## src/rtl/sfr_pkg.sv

```systemverilog
package sfr_pkg;
  localparam int MAX_BITS = 16;
  localparam int NBW      = $clog2(MAX_BITS + 1);

  typedef enum logic [2:0] {
    ST_IDLE, ST_START, ST_DATA, ST_PAR, ST_STOP, ST_TAIL
  } rx_state_e;

  typedef struct packed {
    logic [NBW-1:0] nbits;
    logic           msbf;
    logic           par_en;
    logic           par_odd;
    logic [1:0]     stop;
  } rx_cfg_t;

  function automatic logic [NBW-1:0] len_of_code(input logic [3:0] code);
    if (code >= 4'd1 && code <= 4'd13) return NBW'(code) + NBW'(3);
    return NBW'(8);
  endfunction

  function automatic rx_cfg_t cfg_decode(input logic [3:0] len_code,
                                         input logic [1:0] stop_code,
                                         input logic [1:0] par_code,
                                         input logic       msb_first);
    rx_cfg_t c;
    c.nbits   = len_of_code(len_code);
    c.msbf    = msb_first;
    c.par_en  = (par_code == 2'b01) || (par_code == 2'b10);
    c.par_odd = (par_code == 2'b10);
    c.stop    = stop_code;
    return c;
  endfunction
endpackage

```

## src/rtl/sfr_line_sync.sv

```systemverilog
module sfr_line_sync #(
  parameter int STAGES = 2
) (
  input  logic clk,
  input  logic rst_n,
  input  logic line_i,
  input  logic invert_i,
  output logic line_o
);
  logic [STAGES-1:0] sq;

  always_ff @(posedge clk or negedge rst_n) begin
    if (!rst_n) sq <= '1;
    else        sq <= {sq[STAGES-2:0], line_i ^ invert_i};
  end

  assign line_o = sq[STAGES-1];
endmodule

```

## src/rtl/sfr_frame_ctrl.sv

```systemverilog
module sfr_frame_ctrl import sfr_pkg::*; #(
  parameter int OVS = 16,
  localparam int TW = $clog2(2 * OVS) + 1
) (
  input  logic           clk,
  input  logic           rst_n,
  input  logic           tick_i,
  input  logic           line_i,
  input  rx_cfg_t        cfg_i,
  output logic           clear_o,
  output logic           data_we_o,
  output logic           par_we_o,
  output logic           done_o,
  output logic [NBW-1:0] bidx_o,
  output logic [NBW-1:0] nbits_o,
  output logic           msbf_o,
  output logic           par_en_o,
  output logic           par_odd_o
);
  rx_state_e      st_q;
  logic [TW-1:0]  tcnt_q;
  logic [TW-1:0]  tgt;
  logic [NBW-1:0] bidx_q;
  rx_cfg_t        cfg_q;
  logic           ev;

  always_comb begin
    case (st_q)
      ST_START: tgt = TW'(OVS / 2);
      ST_STOP:  tgt = (cfg_q.stop == 2'b00) ? TW'(OVS / 2 + OVS / 4) : TW'(OVS);
      ST_TAIL: begin
        case (cfg_q.stop)
          2'b00:   tgt = TW'(OVS / 4);
          2'b01:   tgt = TW'(OVS / 2);
          2'b10:   tgt = TW'(OVS);
          default: tgt = TW'(OVS + OVS / 2);
        endcase
      end
      default:  tgt = TW'(OVS);
    endcase
  end

  assign ev = tick_i && (tcnt_q == tgt - 1'b1);

  always_ff @(posedge clk or negedge rst_n) begin
    if (!rst_n) begin
      st_q   <= ST_IDLE;
      tcnt_q <= '0;
      bidx_q <= '0;
      cfg_q  <= '0;
    end else begin
      if (st_q == ST_IDLE) tcnt_q <= '0;
      else if (tick_i)     tcnt_q <= ev ? '0 : tcnt_q + 1'b1;
      case (st_q)
        ST_IDLE: if (!line_i) begin
          st_q  <= ST_START;
          cfg_q <= cfg_i;
        end
        ST_START: if (ev) begin
          st_q   <= line_i ? ST_IDLE : ST_DATA;
          bidx_q <= '0;
        end
        ST_DATA: if (ev) begin
          if (bidx_q == cfg_q.nbits - 1'b1) st_q <= cfg_q.par_en ? ST_PAR : ST_STOP;
          else                              bidx_q <= bidx_q + 1'b1;
        end
        ST_PAR:  if (ev) st_q <= ST_STOP;
        ST_STOP: if (ev) st_q <= ST_TAIL;
        ST_TAIL: if (ev) st_q <= ST_IDLE;
        default: st_q <= ST_IDLE;
      endcase
    end
  end

  assign clear_o   = (st_q == ST_IDLE) && !line_i;
  assign data_we_o = (st_q == ST_DATA) && ev;
  assign par_we_o  = (st_q == ST_PAR) && ev;
  assign done_o    = (st_q == ST_STOP) && ev;
  assign bidx_o    = bidx_q;
  assign nbits_o   = cfg_q.nbits;
  assign msbf_o    = cfg_q.msbf;
  assign par_en_o  = cfg_q.par_en;
  assign par_odd_o = cfg_q.par_odd;

  p_bidx_in_range_r1: assert property (@(posedge clk) disable iff (!rst_n)
    (st_q == ST_DATA) |-> (bidx_q < cfg_q.nbits));
  p_glitch_drop_r7: assert property (@(posedge clk) disable iff (!rst_n)
    (st_q == ST_START && ev && line_i) |=> (st_q == ST_IDLE) && !done_o);
  p_cfg_held_r9: assert property (@(posedge clk) disable iff (!rst_n)
    (st_q != ST_IDLE) |=> $stable(cfg_q));
  p_tail_follows_stop_r3: assert property (@(posedge clk) disable iff (!rst_n)
    done_o |=> (st_q == ST_TAIL));
endmodule

```

## src/rtl/sfr_word_build.sv

```systemverilog
module sfr_word_build import sfr_pkg::*; #(
  parameter int DATA_W = 16,
  localparam int PW = $clog2(DATA_W)
) (
  input  logic              clk,
  input  logic              rst_n,
  input  logic              clear_i,
  input  logic              data_we_i,
  input  logic              par_we_i,
  input  logic              done_i,
  input  logic              bit_i,
  input  logic [NBW-1:0]    bidx_i,
  input  logic [NBW-1:0]    nbits_i,
  input  logic              msbf_i,
  input  logic              par_en_i,
  input  logic              par_odd_i,
  output logic              valid_o,
  output logic [DATA_W-1:0] data_o,
  output logic              perr_o,
  output logic              ferr_o
);
  logic [DATA_W-1:0] word_q;
  logic              acc_q;
  logic              perr_q;
  logic [PW-1:0]     pos;
  logic [DATA_W-1:0] lo_mask;

  assign pos     = msbf_i ? PW'(nbits_i - NBW'(1) - bidx_i) : PW'(bidx_i);
  assign lo_mask = (DATA_W'(1) << nbits_i) - 1'b1;

  always_ff @(posedge clk or negedge rst_n) begin
    if (!rst_n) begin
      word_q <= '0;
      acc_q  <= 1'b0;
      perr_q <= 1'b0;
    end else if (clear_i) begin
      word_q <= '0;
      acc_q  <= 1'b0;
      perr_q <= 1'b0;
    end else if (data_we_i) begin
      word_q[pos] <= bit_i;
      acc_q       <= acc_q ^ bit_i;
    end else if (par_we_i) begin
      perr_q <= ((acc_q ^ bit_i) != par_odd_i);
    end
  end

  always_ff @(posedge clk or negedge rst_n) begin
    if (!rst_n) begin
      valid_o <= 1'b0;
      data_o  <= '0;
      perr_o  <= 1'b0;
      ferr_o  <= 1'b0;
    end else begin
      valid_o <= done_i;
      perr_o  <= done_i && perr_q;
      ferr_o  <= done_i && !bit_i;
      if (done_i) data_o <= word_q;
    end
  end

  p_upper_zero_r2: assert property (@(posedge clk) disable iff (!rst_n)
    valid_o |-> ((data_o & ~lo_mask) == '0));
  p_no_parity_no_err_r5: assert property (@(posedge clk) disable iff (!rst_n)
    (valid_o && !par_en_i) |-> !perr_o);
  p_single_strobe_r8: assert property (@(posedge clk) disable iff (!rst_n)
    valid_o |=> !valid_o);
  p_flags_qualified_r8: assert property (@(posedge clk) disable iff (!rst_n)
    !valid_o |-> (!perr_o && !ferr_o));
endmodule

```

## src/rtl/sfr_rx.sv

```systemverilog
module sfr_rx import sfr_pkg::*; #(
  parameter int DATA_W      = 16,
  parameter int OVS         = 16,
  parameter int SYNC_STAGES = 2
) (
  input  logic              clk,
  input  logic              rst_n,
  input  logic              baud_tick,
  input  logic              rx_line,
  input  logic [3:0]        cfg_len,
  input  logic [1:0]        cfg_stop,
  input  logic [1:0]        cfg_parity,
  input  logic              cfg_msb_first,
  input  logic              cfg_invert,
  output logic              rx_valid,
  output logic [DATA_W-1:0] rx_data,
  output logic              rx_parity_err,
  output logic              rx_frame_err
);
  logic           line_n;
  rx_cfg_t        cfg_now;
  logic           clear, data_we, par_we, done;
  logic [NBW-1:0] bidx, nbits;
  logic           msbf, par_en, par_odd;

  assign cfg_now = cfg_decode(cfg_len, cfg_stop, cfg_parity, cfg_msb_first);

  sfr_line_sync #(.STAGES(SYNC_STAGES)) u_sync (
    .clk(clk), .rst_n(rst_n), .line_i(rx_line), .invert_i(cfg_invert), .line_o(line_n)
  );

  sfr_frame_ctrl #(.OVS(OVS)) u_ctrl (
    .clk(clk), .rst_n(rst_n), .tick_i(baud_tick), .line_i(line_n), .cfg_i(cfg_now),
    .clear_o(clear), .data_we_o(data_we), .par_we_o(par_we), .done_o(done),
    .bidx_o(bidx), .nbits_o(nbits), .msbf_o(msbf), .par_en_o(par_en), .par_odd_o(par_odd)
  );

  sfr_word_build #(.DATA_W(DATA_W)) u_word (
    .clk(clk), .rst_n(rst_n), .clear_i(clear), .data_we_i(data_we), .par_we_i(par_we),
    .done_i(done), .bit_i(line_n), .bidx_i(bidx), .nbits_i(nbits), .msbf_i(msbf),
    .par_en_i(par_en), .par_odd_i(par_odd),
    .valid_o(rx_valid), .data_o(rx_data), .perr_o(rx_parity_err), .ferr_o(rx_frame_err)
  );
endmodule

```

## config.mk

```make
export PLATFORM = sky130hd
export DESIGN_NAME = sfr_rx
export DESIGN_NICKNAME = d
export VERILOG_FILES = /design/src/rtl/sfr_pkg.sv /design/src/rtl/sfr_line_sync.sv /design/src/rtl/sfr_frame_ctrl.sv /design/src/rtl/sfr_word_build.sv /design/src/rtl/sfr_rx.sv
export SDC_FILE = /design/constraint.sdc
export NUM_CORES = 1
export LEC_CHECK = 0
export BUFFER_PORTS_ARGS = -buffer_cell sky130_fd_sc_hd__buf_2
export CAP_MARGIN = 40
export CORE_MARGIN = 2
export CORE_UTILIZATION = 60
export CTS_CLUSTER_SIZE = 10
export DETAILED_ROUTE_END_ITERATION = 10
export GPL_ROUTABILITY_DRIVEN = 0
export PLACE_DENSITY = 0.86
export SLEW_MARGIN = 20
export SYNTH_ARGS = -nofsm -noshare
export SYNTH_HDL_FRONTEND = slang
export SYNTH_SLANG_ARGS = --single-unit
```

## constraint.sdc

```tcl
create_clock -name clk -period 8.88 [get_ports clk]
set_clock_uncertainty 0.1 [all_clocks]
set_input_delay 2.664 -clock clk [delete_from_list [all_inputs] [get_ports clk]]
set_output_delay 2.664 -clock clk [all_outputs]
set_load 0.05 [all_outputs]
```

* After elaboration in Yosys (flattened, before gate mapping)
Cells that the tools add are included.
** Cells by class
- Equal/unequal tests :: 21
- Shift operators :: 0
- Div/mod/pow operators :: 0
- $mul :: 0
- Magnitude comparators :: 4
- Add/subtract/negate cells :: 6
- Reductions and logical operators :: 21
- Bitwise gates (word level) :: 3
- Multiplexer cells :: 34
** Operators by type and width (number)
- $mux 16 :: 2
- $mux 5 :: 6
- $mux 3 :: 8
- $mux 6 :: 3
- $pmux 3 s6 :: 1
- $pmux 6 s3 :: 1
- $bwmux 16 :: 1
- $pmux 5 s3 :: 1
- $ne 2x1->1 const B :: 6
- $pmux 5 s2 :: 1
- $logic_and 1x1->1 :: 9
- $ge 4x1->1 const B :: 2
- $reduce_bool 2->1 :: 4
- $mux 1 :: 7
- $reduce_and 7->1 :: 1
- $add 6x1->6 const B :: 1
- $eq 3x2->1 const B :: 2
- $eq 3x3->1 const B :: 2
- $eq 6x6->1 :: 1
- $ne 2x2->1 const B :: 3
- $sub 6x1->6 const B :: 1
- $add 4x2->5 const B :: 1
- $add 5x1->5 const B :: 1
- $eq 5x5->1 :: 1
- 19 further kinds :: 23
** Storage, ports and cells
- Word-level logic and storage cells :: 105
- Bits of input ports :: 14
- ROM bits :: 0
- Memories :: 0
- Bits in registers :: 63
- Output and inout port bits :: 19
- Latch bits :: 0
- Memory bits (writable) :: 0

* Longest topological paths before layout
- Depth in word-level cells :: 10
- Depth in mapped cells :: 12

* Modules after synthesis
From an unflattened synthesis, not the netlist that was laid out.
** Second synthesis, totals
- Cells, all modules :: 345
- Area, all modules :: 3560.9 um^2
** Modules (own cells, without submodules)
- sfr_word_build :: area an instance 1850.5 um^2, times used 1, cells each 155
- sfr_frame_ctrl :: area an instance 1517.7 um^2, times used 1, cells each 166
- sfr_rx :: area an instance 131.4 um^2, times used 1, cells each 21
- sfr_line_sync :: area an instance 61.3 um^2, times used 1, cells each 3

* Worst setup path before layout
OpenSTA, ideal clock, no wires.
- Path kind :: input -> register
- Start point :: input port baud_tick
- End point :: register u_word.data_o[10]
- Path buffers :: 3
- Arrival time :: 4086 ps
- Setup slack :: 4569 ps
- Setup time :: 125 ps
- Stages :: 8
- Path through :: clkbuf_1 -> nand2_1 -> nor4_4 -> and2_1 -> buf_4 -> nand3_4 -> buf_6 -> mux2_4
** Between the ends
- Longest elaborated chain between the ends :: 2
** RTL lines
- from (decl) :: line sfr_rx.sv:8 : input logic baud_tick,
- $logic_and 1x1->1 :: line sfr_frame_ctrl.sv:43 : assign ev = tick_i && (tcnt_q == tgt - 1'b1);
- $logic_and 1x1->1 :: line sfr_frame_ctrl.sv:78 : assign done_o = (st_q == ST_STOP) && ev;
- to (signal assigned) :: line sfr_word_build.sv:58 : if (done_i) data_o <= word_q;
- to (decl) :: line sfr_word_build.sv:18 : output logic [DATA_W-1:0] data_o,
Every way passes these cells.
A chain may end at the register's enable or synchronous reset.

* Worst setup path in the final report
- Start point :: input port baud_tick
- End point :: register u_word.data_o[11]
Same word-level chain as after synthesis.

==> metrics <==
status=completed; Final Max Tran Viols=0; Port Buffers=32; post-synth net total=366; Worst-Skew Late Latency=360 ps; Yosys reg bits=63; worst-path fanout max=19; power density cells=221 nW/µm²; end of the critical path=u_word.data_o[11]$_DFFE_PN0P_; Core Rows=27; CP startpoint=baud_tick; worst r2r src=u_ctrl.st_q[2]$_DFFE_PN0P_; slowest stage delay, CP=460 ps; fill cell count=413; Post-synth EDFFs=0; share of cells above drive strength 1=19.7%; total gr overflow=0; Leak=1.80 nW; final net count=395; Antenna Nets Post-Route=0; Setup CP Type=in2reg; Mapped Avg Cell Area=9.96 µm²; cell count after synthesis=341; DR WL/cell=15.7 µm; met2 usage=39.6%; Worst setup EP type=flop; top_reg_cell synth=dfrtp_1; Root Buffer=clkbuf_8; worst reg2reg path depth=9; initial antenna violation count=0; crit-path cells=buf_2, nand2_1, nor4_4, and2_1, nand3_4, mux2_4; Critical-path top delay cell=nor4_4; die width=79.2 µm; Remaining DRCs=0; max-cap violations=0; RSZ-0062 raised after global routing=false; Critical Path RT=9010 ps; vias in the first global route=2,551; H-tree depth=3; Post-synth top cells=dfrtp_1 (61), nand2_1 (37), nor2_1 (32); Die ar.=6280 µm²; Top-Level Pins=33; Cell variety after synth=51; first-pass GRT wire length=11,700 µm; worst hold path class=reg2reg; total wire length=7040 µm; busiest grt layer=met2; Synth warnings=0; Vias=2,702; sequential cell area fraction in the yosys report=46.5%; antenna cells=0; asr flop ratio synth=100%; largest net degree at the start of global routing=64; Hold-fix buffers, CTS=0; Slew headroom=42.9%; CTS tree=yes; CTS Buf Count=9; critical path launch point type=input pin; GR Util All Layers=24.3%; Final Setup Violations=0; Initial DRT Pass Iterations=5; ranking of synthesized cells by area=dfrtp_1 (45%), o22a_1 (4.9%), nand2_1 (4.1%), a21oi_1 (3.7%), ha_1 (3.7%); R2R Setup Slk=5180 ps; Final Hold Fails=0; most frequent cell after synthesis=dfrtp_1; Max Buffers Root-to-Sink=2; setup repair bufs after CTS=0; core area=5470 µm²; detailed placement HPWL=4850 µm; Worst VDD drop=170 µV; Worst Tran Pin Value=851 ps; area share of the largest cell type after synthesis=45.0%; GR Util met3=6.48%; met1 GRT Util=30.9%; Peak Freq=224 MHz; Syn Std Cell Area=3400 µm²; Vias/cell=6.04; fin crit period=4460 ps; clock transition at the registers of the reported paths=70 ps; post_cts resized=0; 1st-iter DRT viols=298; setup TNS=0 ps; Tot Pwr=0.850 mW; CP arrival=4590 ps; period utilization=50.3%; Hold Path Depth=0; TritonCTS Sinks=63; Initial Utilization=62.0%; DIE HEIGHT=79.2 µm; HP Start=u_sync.sq[0]$_DFF_PN1_; Layout area overhead=13.0%; area leader, netlist=dfrtp_1; worst reg2reg path endpoint=u_word.data_o[11]$_DFFE_PN0P_
-- stage by stage --
step	utilization [%]	cells	hold WS (ps)	instance area, µm²	setup WS [ps]
2_1_floorplan	-	341	245	3400	4570
3_3_place_gp	65.6	430	249	3590	4190
3_5_place_dp	65.6	430	249	3590	4060
4_1_cts	69.6	446	260	3810	4440
5_1_grt	70.1	447	266	3840	4300
6_report	70.1	447	259	3840	4420
-- cell usage in the layout (no fill, tap or decap), types with 6 or more instances in the layout --
master,n
dfrtp_1,61
nand2_1,37
nor2_1,32
buf_2,32
a21oi_1,25
o22a_1,19
inv_1,16
o21ai_0,16
xor2_1,10
ha_1,10
mux2_2,9
clkbuf_8,9
xnor2_1,8
mux2_4,7
nand4_1,6
-- registers in the layout (all words and copies together) (netlist names) --
name and flops:
u_ctrl.bidx_o 5, u_ctrl.cfg_q 2, u_ctrl.msbf_o 1, u_ctrl.nbits_o 5, u_ctrl.par_en_o 1, u_ctrl.par_odd_o 1, u_ctrl.st_q 3, u_ctrl.tcnt_q 6
u_sync.sq 2, u_word.acc_q 1, u_word.data_o 16, u_word.ferr_o 1, u_word.perr_o 1, u_word.perr_q 1, u_word.valid_o 1, u_word.word_q 16
-- power by group --
| part | total, mW | internal (mW) | leakage (nW) | switching (mW) |
|---|---|---|---|---|
| combinational | 0.214 | 0.0832 | 0.891 | 0.131 |
| clock | 0.280 | 0.158 | 0.102 | 0.122 |
| sequential | 0.356 | 0.315 | 0.808 | 0.0411 |
-- how the worst min path moves through the flow --
| stage | end |
|---|---|
| 5_1_grt | u_sync.sq[1]$_DFF_PN1_ |
| 2_1_floorplan | u_sync.sq[1]$_DFF_PN1_ |
| 3_5_place_dp | u_sync.sq[1]$_DFF_PN1_ |
| 6_report | u_sync.sq[1]$_DFF_PN1_ |
| 4_1_cts | u_sync.sq[1]$_DFF_PN1_ |
| 3_3_place_gp | u_sync.sq[1]$_DFF_PN1_ |
-- final cells by class --
| type | instances | area [µm²] | share of cell area (%) |
|---|---|---|---|
| clock buffer | 9 | 124 | 3.23 |
| timing repair buffer | 35 | 203 | 5.28 |
| multi-input combinational | 245 | 1690 | 43.9 |
| clock inverter | 7 | 96.3 | 2.51 |
| inverter | 16 | 60.1 | 1.57 |
| sequential | 63 | 1580 | 41.1 |
| tap | 72 | 90.1 | 2.35 |
-- layer usage --
metal  share of wire [%]  vias up
met5                   0        -
met4                 1.8        0
met3                 6.1       14
met2                  50      114
met1                  42     1293
li1                    -     1281
-- kinds of logic after synthesis --
| logic type | share of synthesized area, % |
|---|---|
| flops | 46.5 |
| fa+ha+maj | 4.27 |
| xor+xnor | 4.64 |
| compound gates | 16.8 |
| mux | 7.26 |
| simple gates | 16.5 |
| buf+inv | 4.02 |
-- critical path, delay by kind of cell --
family / cells / cell delay (ps)
and+or+nand+nor: 4 / 1380
muxes: 1 / 400
buffers and inverters: 1 / 150
Power figures use the tool's default switching activity.
